--- config.mk ---
export PLATFORM = sky130hd
export DESIGN_NAME = fdc_cmd_seq
export DESIGN_NICKNAME = d
export VERILOG_FILES = /design/src/rtl/fdc_cmd_pkg.sv /design/src/rtl/fdc_cmd_decode.sv /design/src/rtl/fdc_byte_pacer.sv /design/src/rtl/fdc_result_stub.sv /design/src/rtl/fdc_phase_fsm.sv /design/src/rtl/fdc_cmd_seq.sv
export SDC_FILE = /design/constraint.sdc
export NUM_CORES = 1
export LEC_CHECK = 0
export BUFFER_PORTS_ARGS = -buffer_cell sky130_fd_sc_hd__buf_2
export CAP_MARGIN = 20
export CORE_UTILIZATION = 48
export DETAILED_ROUTE_END_ITERATION = 7
export PLACE_DENSITY_LB_ADDON = 0.1
export SYNTH_ARGS = -nofsm -noshare
export SYNTH_HDL_FRONTEND = slang
export SYNTH_SLANG_ARGS = --single-unit
--- constraint.sdc ---
create_clock -name clk -period 2.02 [get_ports clk]
set_input_delay 0.505 -clock clk [delete_from_list [all_inputs] [get_ports clk]]
set_output_delay 0.505 -clock clk [all_outputs]
set_load 0.03 [all_outputs]
--- src/rtl/fdc_cmd_pkg.sv ---
package fdc_cmd_pkg;

  localparam int CNT_W = 4;

  typedef enum logic [1:0] {
    PH_CMD    = 2'd0,
    PH_PARAM  = 2'd1,
    PH_EXEC   = 2'd2,
    PH_RESULT = 2'd3
  } phase_e;

  typedef struct packed {
    logic             valid;
    logic [CNT_W-1:0] n_param;
    logic [CNT_W-1:0] n_result;
  } cmd_info_t;

  localparam logic [4:0] OP_SETUP = 5'h03;
  localparam logic [4:0] OP_QUERY = 5'h04;
  localparam logic [4:0] OP_FETCH = 5'h06;
  localparam logic [4:0] OP_HOME  = 5'h07;
  localparam logic [4:0] OP_POLL  = 5'h08;
  localparam logic [4:0] OP_MOVE  = 5'h0F;

  localparam logic [7:0] BAD_OPCODE_CODE = 8'h80;

endpackage

--- src/rtl/fdc_cmd_decode.sv ---
module fdc_cmd_decode
  import fdc_cmd_pkg::*;
(
  input  logic [4:0] opcode,
  output cmd_info_t  info
);
  always_comb begin
    info = '{valid: 1'b1, n_param: '0, n_result: '0};
    unique case (opcode)
      OP_SETUP: info.n_param = CNT_W'(2);
      OP_QUERY: begin info.n_param = CNT_W'(1); info.n_result = CNT_W'(1); end
      OP_FETCH: begin info.n_param = CNT_W'(8); info.n_result = CNT_W'(7); end
      OP_HOME:  info.n_param = CNT_W'(1);
      OP_POLL:  info.n_result = CNT_W'(2);
      OP_MOVE:  info.n_param = CNT_W'(2);
      default:  begin info.valid = 1'b0; info.n_result = CNT_W'(1); end
    endcase
  end
endmodule

--- src/rtl/fdc_byte_pacer.sv ---
module fdc_byte_pacer #(
  parameter int LATENCY = 3
) (
  input  logic clk,
  input  logic rst_n,
  input  logic kick,
  output logic ready
);
  localparam int W = (LATENCY < 1) ? 1 : $clog2(LATENCY + 1);
  localparam logic [W-1:0] LOAD = W'(LATENCY);

  logic [W-1:0] gap_q;

  always_ff @(posedge clk or negedge rst_n) begin
    if (!rst_n)            gap_q <= '0;
    else if (kick)         gap_q <= LOAD;
    else if (gap_q != '0)  gap_q <= gap_q - W'(1);
  end

  assign ready = (gap_q == '0);
endmodule

--- src/rtl/fdc_result_stub.sv ---
module fdc_result_stub
  import fdc_cmd_pkg::*;
(
  input  logic             enable,
  input  logic             cmd_ok,
  input  logic [3:0]       op_nib,
  input  logic [CNT_W-1:0] idx,
  output logic [7:0]       data
);
  always_comb begin
    if (!enable)      data = 8'h00;
    else if (!cmd_ok) data = BAD_OPCODE_CODE;
    else              data = {idx[3:0], op_nib};
  end
endmodule

--- src/rtl/fdc_phase_fsm.sv ---
module fdc_phase_fsm
  import fdc_cmd_pkg::*;
#(
  parameter int EXEC_CYCLES = 5
) (
  input  logic             clk,
  input  logic             rst_n,
  input  logic             wr_fire,
  input  logic             rd_fire,
  input  logic [3:0]       op_nib_in,
  input  cmd_info_t        info_in,
  output phase_e           phase,
  output logic [3:0]       op_nib,
  output cmd_info_t        info_q,
  output logic [CNT_W-1:0] idx
);
  localparam int EW = (EXEC_CYCLES < 2) ? 1 : $clog2(EXEC_CYCLES);
  localparam logic [EW-1:0] EXEC_LAST = EW'(EXEC_CYCLES - 1);

  logic [CNT_W-1:0] left_q;
  logic [EW-1:0]    ecnt_q;

  always_ff @(posedge clk or negedge rst_n) begin
    if (!rst_n) begin
      phase  <= PH_CMD;
      op_nib <= '0;
      info_q <= '0;
      idx    <= '0;
      left_q <= '0;
      ecnt_q <= '0;
    end else begin
      unique case (phase)
        PH_CMD: if (wr_fire) begin
          op_nib <= op_nib_in;
          info_q <= info_in;
          idx    <= '0;
          left_q <= info_in.n_param;
          ecnt_q <= EXEC_LAST;
          if (!info_in.valid)              phase <= PH_RESULT;
          else if (info_in.n_param != '0)  phase <= PH_PARAM;
          else                             phase <= PH_EXEC;
        end
        PH_PARAM: if (wr_fire) begin
          if (left_q == CNT_W'(1)) phase  <= PH_EXEC;
          else                     left_q <= left_q - CNT_W'(1);
        end
        PH_EXEC: begin
          if (ecnt_q == '0)
            phase <= (info_q.n_result != '0) ? PH_RESULT : PH_CMD;
          else
            ecnt_q <= ecnt_q - EW'(1);
        end
        PH_RESULT: if (rd_fire) begin
          if (idx == info_q.n_result - CNT_W'(1)) phase <= PH_CMD;
          else                                    idx   <= idx + CNT_W'(1);
        end
        default: phase <= PH_CMD;
      endcase
    end
  end
endmodule

--- src/rtl/fdc_cmd_seq.sv ---
module fdc_cmd_seq
  import fdc_cmd_pkg::*;
#(
  parameter int LATENCY     = 3,
  parameter int EXEC_CYCLES = 5
) (
  input  logic       clk,
  input  logic       rst_n,
  input  logic       wr_valid,
  input  logic [7:0] wr_data,
  output logic       wr_ready,
  input  logic       rd_en,
  output logic [7:0] rd_data,
  output logic [7:0] status
);
  cmd_info_t        dec_info;
  cmd_info_t        info_q;
  phase_e           phase;
  logic [3:0]       op_nib;
  logic [CNT_W-1:0] idx;
  logic             pace_ok, rqm, dio, ndma, busy;
  logic             wr_fire, rd_fire;
  logic             unused_mode_bits;

  assign unused_mode_bits = ^wr_data[7:5];

  fdc_cmd_decode u_decode (
    .opcode (wr_data[4:0]),
    .info   (dec_info)
  );

  fdc_byte_pacer #(.LATENCY(LATENCY)) u_pacer (
    .clk   (clk),
    .rst_n (rst_n),
    .kick  (wr_fire | rd_fire),
    .ready (pace_ok)
  );

  fdc_phase_fsm #(.EXEC_CYCLES(EXEC_CYCLES)) u_fsm (
    .clk       (clk),
    .rst_n     (rst_n),
    .wr_fire   (wr_fire),
    .rd_fire   (rd_fire),
    .op_nib_in (wr_data[3:0]),
    .info_in   (dec_info),
    .phase     (phase),
    .op_nib    (op_nib),
    .info_q    (info_q),
    .idx       (idx)
  );

  assign dio      = (phase == PH_RESULT);
  assign ndma     = (phase == PH_EXEC);
  assign busy     = (phase != PH_CMD);
  assign rqm      = pace_ok && !ndma;
  assign wr_ready = rqm && !dio;
  assign wr_fire  = wr_valid && wr_ready;
  assign rd_fire  = rd_en && rqm && dio;
  assign status   = {rqm, dio, ndma, busy, 4'b0000};

  fdc_result_stub u_result (
    .enable (rqm && dio),
    .cmd_ok (info_q.valid),
    .op_nib (op_nib),
    .idx    (idx),
    .data   (rd_data)
  );
endmodule

After elaboration in Yosys (flattened, before gate mapping)
Cells that the tools add are included.
- flip-flop bits (word level): 24
- latch bits: 0
- bits in writable memories: 0
- ROM bits: 0
- input port bits: 12
- output and inout bits: 17
- memories kept: 0
- add/subtract/negate cells: 5
- multiply operators: 0
- div/mod/pow operators: 0
- magnitude comparators: 0
- eq/ne operators: 20
- shift operators: 0
- multiplexer cells: 28
- bitwise gates (word level): 1
- reduce and logical (&&, ||, !) cells: 28
- operator list (cell ; number):
    two-way mux 4 bit ; 6
    two-way mux 2 bit ; 11
    two-way mux 8 bit ; 2
    case mux 4 bit (2 select lines) ; 2
    equality test 5 x 3 -> 1 bit (second input constant) ; 3
    case mux 4 bit (3 select lines) ; 1
    nonzero test 2 bit ; 6
    equality test 5 x 4 -> 1 bit (second input constant) ; 2
    inequality test 2 bit (second input constant) ; 5
    case mux 3 bit (3 select lines) ; 1
    inequality test 2 x 1 -> 1 bit (second input constant) ; 4
    case mux 2 bit (4 select lines) ; 1
    AND reduction 4 bit ; 2
    nonzero test 4 bit ; 2
    subtractor 4 x 1 -> 4 bit (second input constant) ; 2
    logical AND 1 bit ; 6
    two-way mux 3 bit ; 2
    case mux 3 bit (2 select lines) ; 1
    AND reduction 6 bit ; 1
    OR reduction 6 bit ; 1
    equality test 5 x 2 -> 1 bit (second input constant) ; 1
    adder 4 x 1 -> 4 bit (second input constant) ; 1
    equality test 2 bit (second input constant) ; 2
    equality test 4 x 1 -> 1 bit (second input constant) ; 1
    13 further kinds ; 16

Logic depth before layout (Yosys ltp)
Gate-level depths: netlist of the first run.
- word-level depth: 8
- mapped depth: 7
- mapped depth without buffers: 6

By module
From an unflattened synthesis of the first run, not the netlist that was laid out.
- cell total of the unflattened synthesis: 191
- area, all modules: 1823.0 µm²
- by module, submodules not included (module ; instances ; cells each ; area an instance (µm²)):
    fdc_phase_fsm ; 1 ; 133 ; 1388.8
    fdc_cmd_decode ; 1 ; 22 ; 146.4
    fdc_cmd_seq ; 1 ; 18 ; 126.4
    fdc_byte_pacer ; 1 ; 9 ; 97.6
    fdc_result_stub ; 1 ; 9 ; 63.8

Least setup slack after synthesis of the first run
Ideal clock, no wire load.
- kind: flip-flop to output port
- start point: register u_fsm.phase[1]
- end point: output port rd_data[7]
- data arrival time: 1.379 ns
- data required time: 1.515 ns
- slack: 0.136 ns
- stages on the path, launching flop included: 5
- path buffers: 1
- path through: dfrtp_1 clkbuf_1 and2_1 nand2_1 a21oi_1
- RTL lines (element ; line ; text):
    start: declaration ; fdc_phase_fsm.sv:12 ; output phase_e phase,
    start signal: assignment ; fdc_phase_fsm.sv:49 ; phase <= (info_q.n_result != '0) ? PH_RESULT : PH_CMD;
    equality test 2 bit ; fdc_cmd_seq.sv:52 ; assign dio = (phase == PH_RESULT);
    via dio ; fdc_cmd_seq.sv:21 ; logic pace_ok, rqm, dio, ndma, busy;
    logical AND 1 bit ; fdc_cmd_seq.sv:62 ; .enable (rqm && dio),
    two-way mux 8 bit ; fdc_result_stub.sv:11 ; if (!enable) data = 8'h00;
    end: declaration ; fdc_cmd_seq.sv:13 ; output logic [7:0] rd_data,
The timed path passes the listed nets, and every way through them passes these cells.

Worst setup path in the final report of the first run
- start point: register u_pacer.gap_q[0]
- end point: output port rd_data[1]
- word-level cells in the longest chain between the ends: 4
- ends and longest elaborated chain (element ; line ; text):
    start: declaration ; fdc_byte_pacer.sv:12 ; logic [W-1:0] gap_q;
    start signal: assignment ; fdc_byte_pacer.sv:17 ; else if (gap_q != '0) gap_q <= gap_q - W'(1);
    zero test 2 bit ; fdc_byte_pacer.sv:20 ; assign ready = (gap_q == '0);
    logical AND 1 bit ; fdc_cmd_seq.sv:55 ; assign rqm = pace_ok && !ndma;
    logical AND 1 bit ; fdc_cmd_seq.sv:62 ;
    two-way mux 8 bit ; fdc_result_stub.sv:11 ;
No other way between the ends.

==> impl_metrics.csv, run 1 <==
group,metric,value,unit
floorplanning,core,3180,µm²
pwr,seq_power_share,40.6,%
cts,h-tree-depth,1,
job,drv_cap,0,
drt,vias_per_cell,5.41,
floorplanning,die-height,60.8,µm
timing,relSlewSlack,64.5,%
timing,min_period,1950,ps
floorplanning,dieWidth,60.8,µm
global_route,track_usage,20.8,%
cts,clkSinkCount,23,
synth,synthCells,195,
floorplanning,ios,29,
placement,place_hpwl,2620,µm
drt,drt_iter0_drc,68,
pwr,power.density,849,nW/µm²
timing,min_period_over_period,96.6,%
cts,clk_path_buf_depth,2,
timing,fin_ws,68.8,ps
synth,synth.cell_area,1660,µm²
setup_path,path_max_fanout,7,
synth,synthDominantCellAreaShare,34.7,%
synth,synth_warnings,0,
floorplanning,std_cell_rows,20,
placement,port_buffers,21,
cts,cts_tree,"done",
synth,synth-main-ff-cell,"dfrtp_1",
synth,synth_area_leaders,"dfrtp_1 (35%), ha_1 (6.0%), nand2_1 (5.4%)",
pwr,pwr-share-clk,13.6,%
finish,layout.nets,236,
synth,netlist_top_cells_count,"nand2_1 (24), dfrtp_1 (23), inv_1 (17), nand3_1 (12), o21ai_0 (10)",
setup_path,worst_setup_path_end_kind,"output pin",
timing,finalSetupViolations,0,
setup_path,startpoint_type,"flop",
pwr,p_int,964,µW
timing,rsz0062_at_grt,"false",
timing,fin_tns_setup,0,ps
drt,wl_per_cell,13.3,µm
drt,drt_wl_total,3450,µm
drt,vias,1400,
global_route,grt_pass1_wl,5710,µm
cts,cts_buffers,3,
timing,hold_viol_final,0,
pwr,p_leak,0.000921,µW
timing,finClkSkew,2.33,ps
cts,cts.clk_slew.worst_paths,130,ps
synth,ys_async_sr_fraction,100,%
placement,gp_congestion,0.752,
floorplanning,die_area,3700,µm²
synth,ys_seq_elements,23,
cts,cts_hold_buf,0,
synth,yosysTopAreaCell,"dfrtp_1",
timing,tightestPinTransition,533,ps
cts,clk_latency,310,ps
cts,clock-root-buffer,"clkbuf_4",
floorplanning,initial_core_util,52.2,%
global_route,grt-ovfl-total,0,
finish,drive_above_1_share,22.8,%
finish,syn_to_final_growth,14.2,%
global_route,antenna_found_initial,0,
global_route,grt_max_degree,24,
synth,seq_area_frac_synth,34.7,%
synth,synth.avg_cell_area,8.51,µm²
finish,design_area,1900,µm²
outcome,outcome,"complete, no violations",
pwr,switching_share,40.1,%
drt,post-route-drc-count,0,
placement,post-place-ws,164,ps
synth,synth_most_common_cell,"nand2_1",
pwr,vdd_drop_max,0.393,mV
cts,postCtsSetupBuffers,0,
pwr,combPwrFrac,45.8,%
pwr,switchingPower,645,µW
synth,synth_edf_count,0,
min_path,hold_path_class,"primary input to asynchronous set/reset pin",
setup_path,crit_required,1510,ps
finish,diodes,0,
global_route,grt_pass1_vias,1293,
synth,ys_types,45,
setup_path,critical_path_class,"flop to output pin",
drt,first_pass_iters,4,
timing,max_freq,512,MHz
setup_path,cp.arrival,1450,ps
cts,ctsResizeCount,11,
placement,dpl-instance-area,1800,µm²
drt,antenna_left,0,
timing,maxSlewViolCount,0,
==> power groups by stage <==
stage,sequential (µW),combinational (µW),clock [µW]
2_1_floorplan,623,577,0
3_3_place_gp,654,643,0
3_5_place_dp,662,689,0
4_1_cts,652,702,225
5_1_grt,672,831,244
6_report,654,736,219
==> sequential cells by signal, indices dropped and copies added, names as in the netlist <==
| register | flops |
|---|---|
| u_fsm.info_q | 4 |
| u_pacer.gap_q | 2 |
| u_fsm.ecnt_q | 3 |
| u_fsm.phase | 2 |
| u_fsm.left_q | 4 |
| u_fsm.idx | 4 |
| u_fsm.op_nib | 4 |
==> through the flow <==
stage / utilization, % / instances / power (µW) / hold WS [ps]
finish: 59.6 / 259 / 1610 / 148
global route: 59.6 / 259 / 1750 / 163
CTS: 58.3 / 259 / 1580 / 160
detailed placement: 56.6 / 255 / 1350 / 454
global placement: 56.6 / 255 / 1300 / 453
floorplan: - / 198 / 1200 / 209
==> cell type report <==
type / instances / area, µm²
clock inverter: 1 / 5.00
inverter: 17 / 63.8
tap: 44 / 55.1
multi-input combinational: 142 / 971
clock buffer: 3 / 22.5
timing repair buffer: 29 / 203
sequential: 23 / 576
fill: 296 / 1280
==> cells by family (layout without fill, tap and decap cells) <==
logic type	after synthesis	in the layout	share of synthesized area, %
simple gates	81	81	26.7
other cells	1	4	0.226
mux	6	6	3.69
flops	23	23	34.7
fa+ha+maj	8	8	6.03
compound gates	38	38	15.6
xor+xnor	5	5	3.69
buf+inv	33	50	9.42
==> worst paths after layout <==
path / start / depth (start not counted) / endpoint / slack [ps]
worst max register to register: u_fsm.info_q[2] / 4 / u_fsm.idx[0] / 180
worst min register to register: u_fsm.op_nib[2] / 2 / u_fsm.op_nib[2] / 480
max in group asynchronous: rst_n / 1 / u_fsm.op_nib[3] / 1510
min in group clk: wr_data[2] / 3 / u_fsm.op_nib[2] / 460
worst min-delay path: rst_n / 1 / u_fsm.ecnt_q[1] / 150
worst max-delay path: u_pacer.gap_q[0] / 5 / rd_data[1] / 70
==> layer usage <==
metal	wire (µm)	GRT usage [%]
met5	0	0
met4	15	6.17
met3	83	2.13
met2	1710	37.5
met1	1630	26.2
==> cell usage in the layout (no fill, tap or decap), types with 2 or more instances in the layout <==
| cell | count |
|---|---|
| and2_1 | 8 |
| xor2_1 | 3 |
| clkbuf_4 | 3 |
| dfrtp_1 | 23 |
| a31o_2 | 2 |
| nor3_1 | 3 |
| nor3b_1 | 2 |
| o2111ai_1 | 2 |
| o211ai_1 | 5 |
| a21o_1 | 2 |
| buf_4 | 13 |
| nand2_1 | 24 |
| mux2i_1 | 5 |
| or4_4 | 2 |
| ha_1 | 7 |
| inv_2 | 2 |
| nand3b_1 | 3 |
| nand2b_1 | 5 |
| buf_2 | 12 |
| or3_1 | 2 |
| buf_6 | 4 |
| nand4_1 | 3 |
| inv_1 | 15 |
| nor2b_1 | 2 |
| nand3_1 | 12 |
| o21ai_0 | 10 |
| a21oi_1 | 7 |
| conb_1 | 4 |
| nor2_1 | 5 |
| nor4_1 | 2 |
==> critical path, stage by stage, from the launching register on <==
cell and delay [ps]:
dfrtp_1 400, inv_2 80, ha_4 150, and3_4 210
and2_1 140, buf_4 150
Power figures use the tool's default switching activity.
==> run 2: changes to the inputs <==
--- a/config.mk
+++ b/config.mk
@@ -10,6 +10,7 @@
 export CORE_UTILIZATION = 48
 export DETAILED_ROUTE_END_ITERATION = 7
 export PLACE_DENSITY_LB_ADDON = 0.1
+export RECOVER_POWER = 50
 export SYNTH_ARGS = -nofsm -noshare
 export SYNTH_HDL_FRONTEND = slang
 export SYNTH_SLANG_ARGS = --single-unit
==> impl_metrics.csv, run 2 (same netlist as run 1, synthesis figures left out) <==
group,metric,value,unit
setup_path,critical_path_class,"flop to output pin",
timing,finClkSkew,2.34,ps
floorplanning,die_area,3700,µm²
drt,vias_per_cell,5.41,
timing,fin_tns_setup,0,ps
cts,clk_path_buf_depth,2,
setup_path,path_max_fanout,7,
drt,first_pass_iters,4,
floorplanning,ios,29,
finish,drive_above_1_share,21.9,%
timing,max_freq,512,MHz
floorplanning,die-height,60.8,µm
finish,diodes,0,
cts,cts_buffers,3,
drt,vias,1400,
timing,tightestPinTransition,1280,ps
pwr,p_int,963,µW
floorplanning,std_cell_rows,20,
finish,mostFrequentLayoutCell,"nand2_1",
cts,cts.clk_slew.worst_paths,130,ps
floorplanning,dieWidth,60.8,µm
cts,cts_tree,"done",
setup_path,startpoint_type,"flop",
finish,layout.nets,236,
cts,postCtsSetupBuffers,0,
timing,maxSlewViolCount,0,
setup_path,r2r_end,"u_fsm.idx[0]",
global_route,grt_pass1_wl,5710,µm
min_path,hold_path_class,"primary input to asynchronous set/reset pin",
setup_path,worst_setup_path_end_kind,"output pin",
setup_path,r2r_cells,4,
drt,wl_per_cell,13.3,µm
drt,post-route-drc-count,0,
pwr,switching_share,40.1,%
global_route,grt_pass1_vias,1293,
setup_path,cp.arrival,1450,ps
global_route,grt-ovfl-total,0,
timing,finalSetupViolations,0,
drt,drt_wl_total,3440,µm
setup_path,reg2reg_from,"u_fsm.info_q[2]",
cts,clk_latency,310,ps
drt,drt_iter0_drc,68,
placement,port_buffers,21,
timing,min_period,1950,ps
floorplanning,initial_core_util,52.2,%
global_route,track_usage,20.8,%
outcome,outcome,"complete, no violations",
pwr,p_leak,0.000915,µW
placement,place_hpwl,2620,µm
drt,antenna_left,0,
cts,h-tree-depth,1,
finish,utilization,59.4,%
setup_path,cpMaxStageDelayCell,"dfrtp_1",
placement,gp_congestion,0.752,
finish,layout_common_cells,"nand2_1 (24), dfrtp_1 (23), inv_1 (15)",
job,drv_cap,0,
setup_path,crit_path_cell_trace,"inv_2 -> ha_4 -> and3_4 -> and2_1 -> buf_4",
pwr,switchingPower,645,µW
pwr,seq_power_share,40.7,%
pwr,combPwrFrac,45.7,%
timing,hold_viol_final,0,
pwr,vdd_drop_max,0.393,mV
cts,clkSinkCount,23,
timing,rsz0062_at_grt,"false",
finish,syn_to_final_growth,13.7,%
setup_path,cp_slowest_stage_delay,400,ps
pwr,pwr-share-clk,13.6,%
pwr,power.density,852,nW/µm²
timing,relSlewSlack,15.0,%
setup_path,rrSetupSlack,180,ps
timing,min_period_over_period,96.6,%
global_route,grt_max_degree,24,
setup_path,crit_required,1510,ps
floorplanning,core,3180,µm²
cts,clock-root-buffer,"clkbuf_4",
global_route,antenna_found_initial,0,
-- run 2: per-stage QoR --
step | setup WS, ps | total power [µW] | hold slack (ps) | std cells | area [µm²]
finish | 68.7 | 1610 | 431 | 259 | 1890
global route | 0.578 | 1750 | 468 | 259 | 1890
CTS | 3.25 | 1580 | 160 | 259 | 1850
detailed placement | 164 | 1350 | 454 | 255 | 1800
global placement | 252 | 1300 | 453 | 255 | 1800
floorplan | 136 | 1200 | 209 | 198 | 1670
-- run 2: power by group through the flow --
stage               clock network (µW)  registers (µW)  logic (µW)
detailed placement                   0             662         689
finish                             219             654         736
CTS                                225             652         702
global route                       244             672         830
global placement                     0             654         643
floorplan                            0             623         577
-- run 2: worst max path at each step --
stage / cells past startpoint / slack [ps] / startpoint / to
3_5_place_dp: 6 / 160 / u_pacer.gap_q[0] / u_fsm.idx[0]
5_1_grt: 5 / 0.6 / u_pacer.gap_q[1] / rd_data[3]
6_report: 5 / 70 / u_pacer.gap_q[0] / rd_data[1]
4_1_cts: 6 / 3 / u_pacer.gap_q[0] / rd_data[7]
2_1_floorplan: 4 / 140 / u_fsm.phase[1] / rd_data[7]
3_3_place_gp: 4 / 250 / u_fsm.info_q[2] / u_fsm.idx[2]
-- run 2: final cells by class --
type | instances | area, µm²
tap | 44 | 55.1
fill | 295 | 1290
inverter | 17 | 63.8
clock buffer | 3 | 22.5
sequential | 23 | 576
clock inverter | 1 | 5.00
multi-input combinational | 142 | 971
timing repair buffer | 29 | 195
-- run 2: critical path: cells and delay by family (launching register included) --
kind | cells | cell delay (ps)
fa+ha+maj | 1 | 150
buf+inv | 2 | 230
flops | 1 | 400
simple gates | 2 | 350
-- run 2: routing by layer --
metal / part of all wire, % / wire length, µm / GRT usage, % / vias to the layer above
met1: 47 / 1630 / 26.2 / 661
met3: 2.4 / 82 / 2.13 / 2
li1: - / - / - / 714
met2: 50 / 1710 / 37.5 / 23
met4: 0.44 / 15 / 6.17 / 0
met5: 0 / 0 / 0 / -
-- run 2: timing repair --
item	in CTS	in global routing
hold endpoints to repair	0	0
setup endpoints to repair	8	11
hold buffers	0	0
gates resized for setup	11	12
cloned	0	0
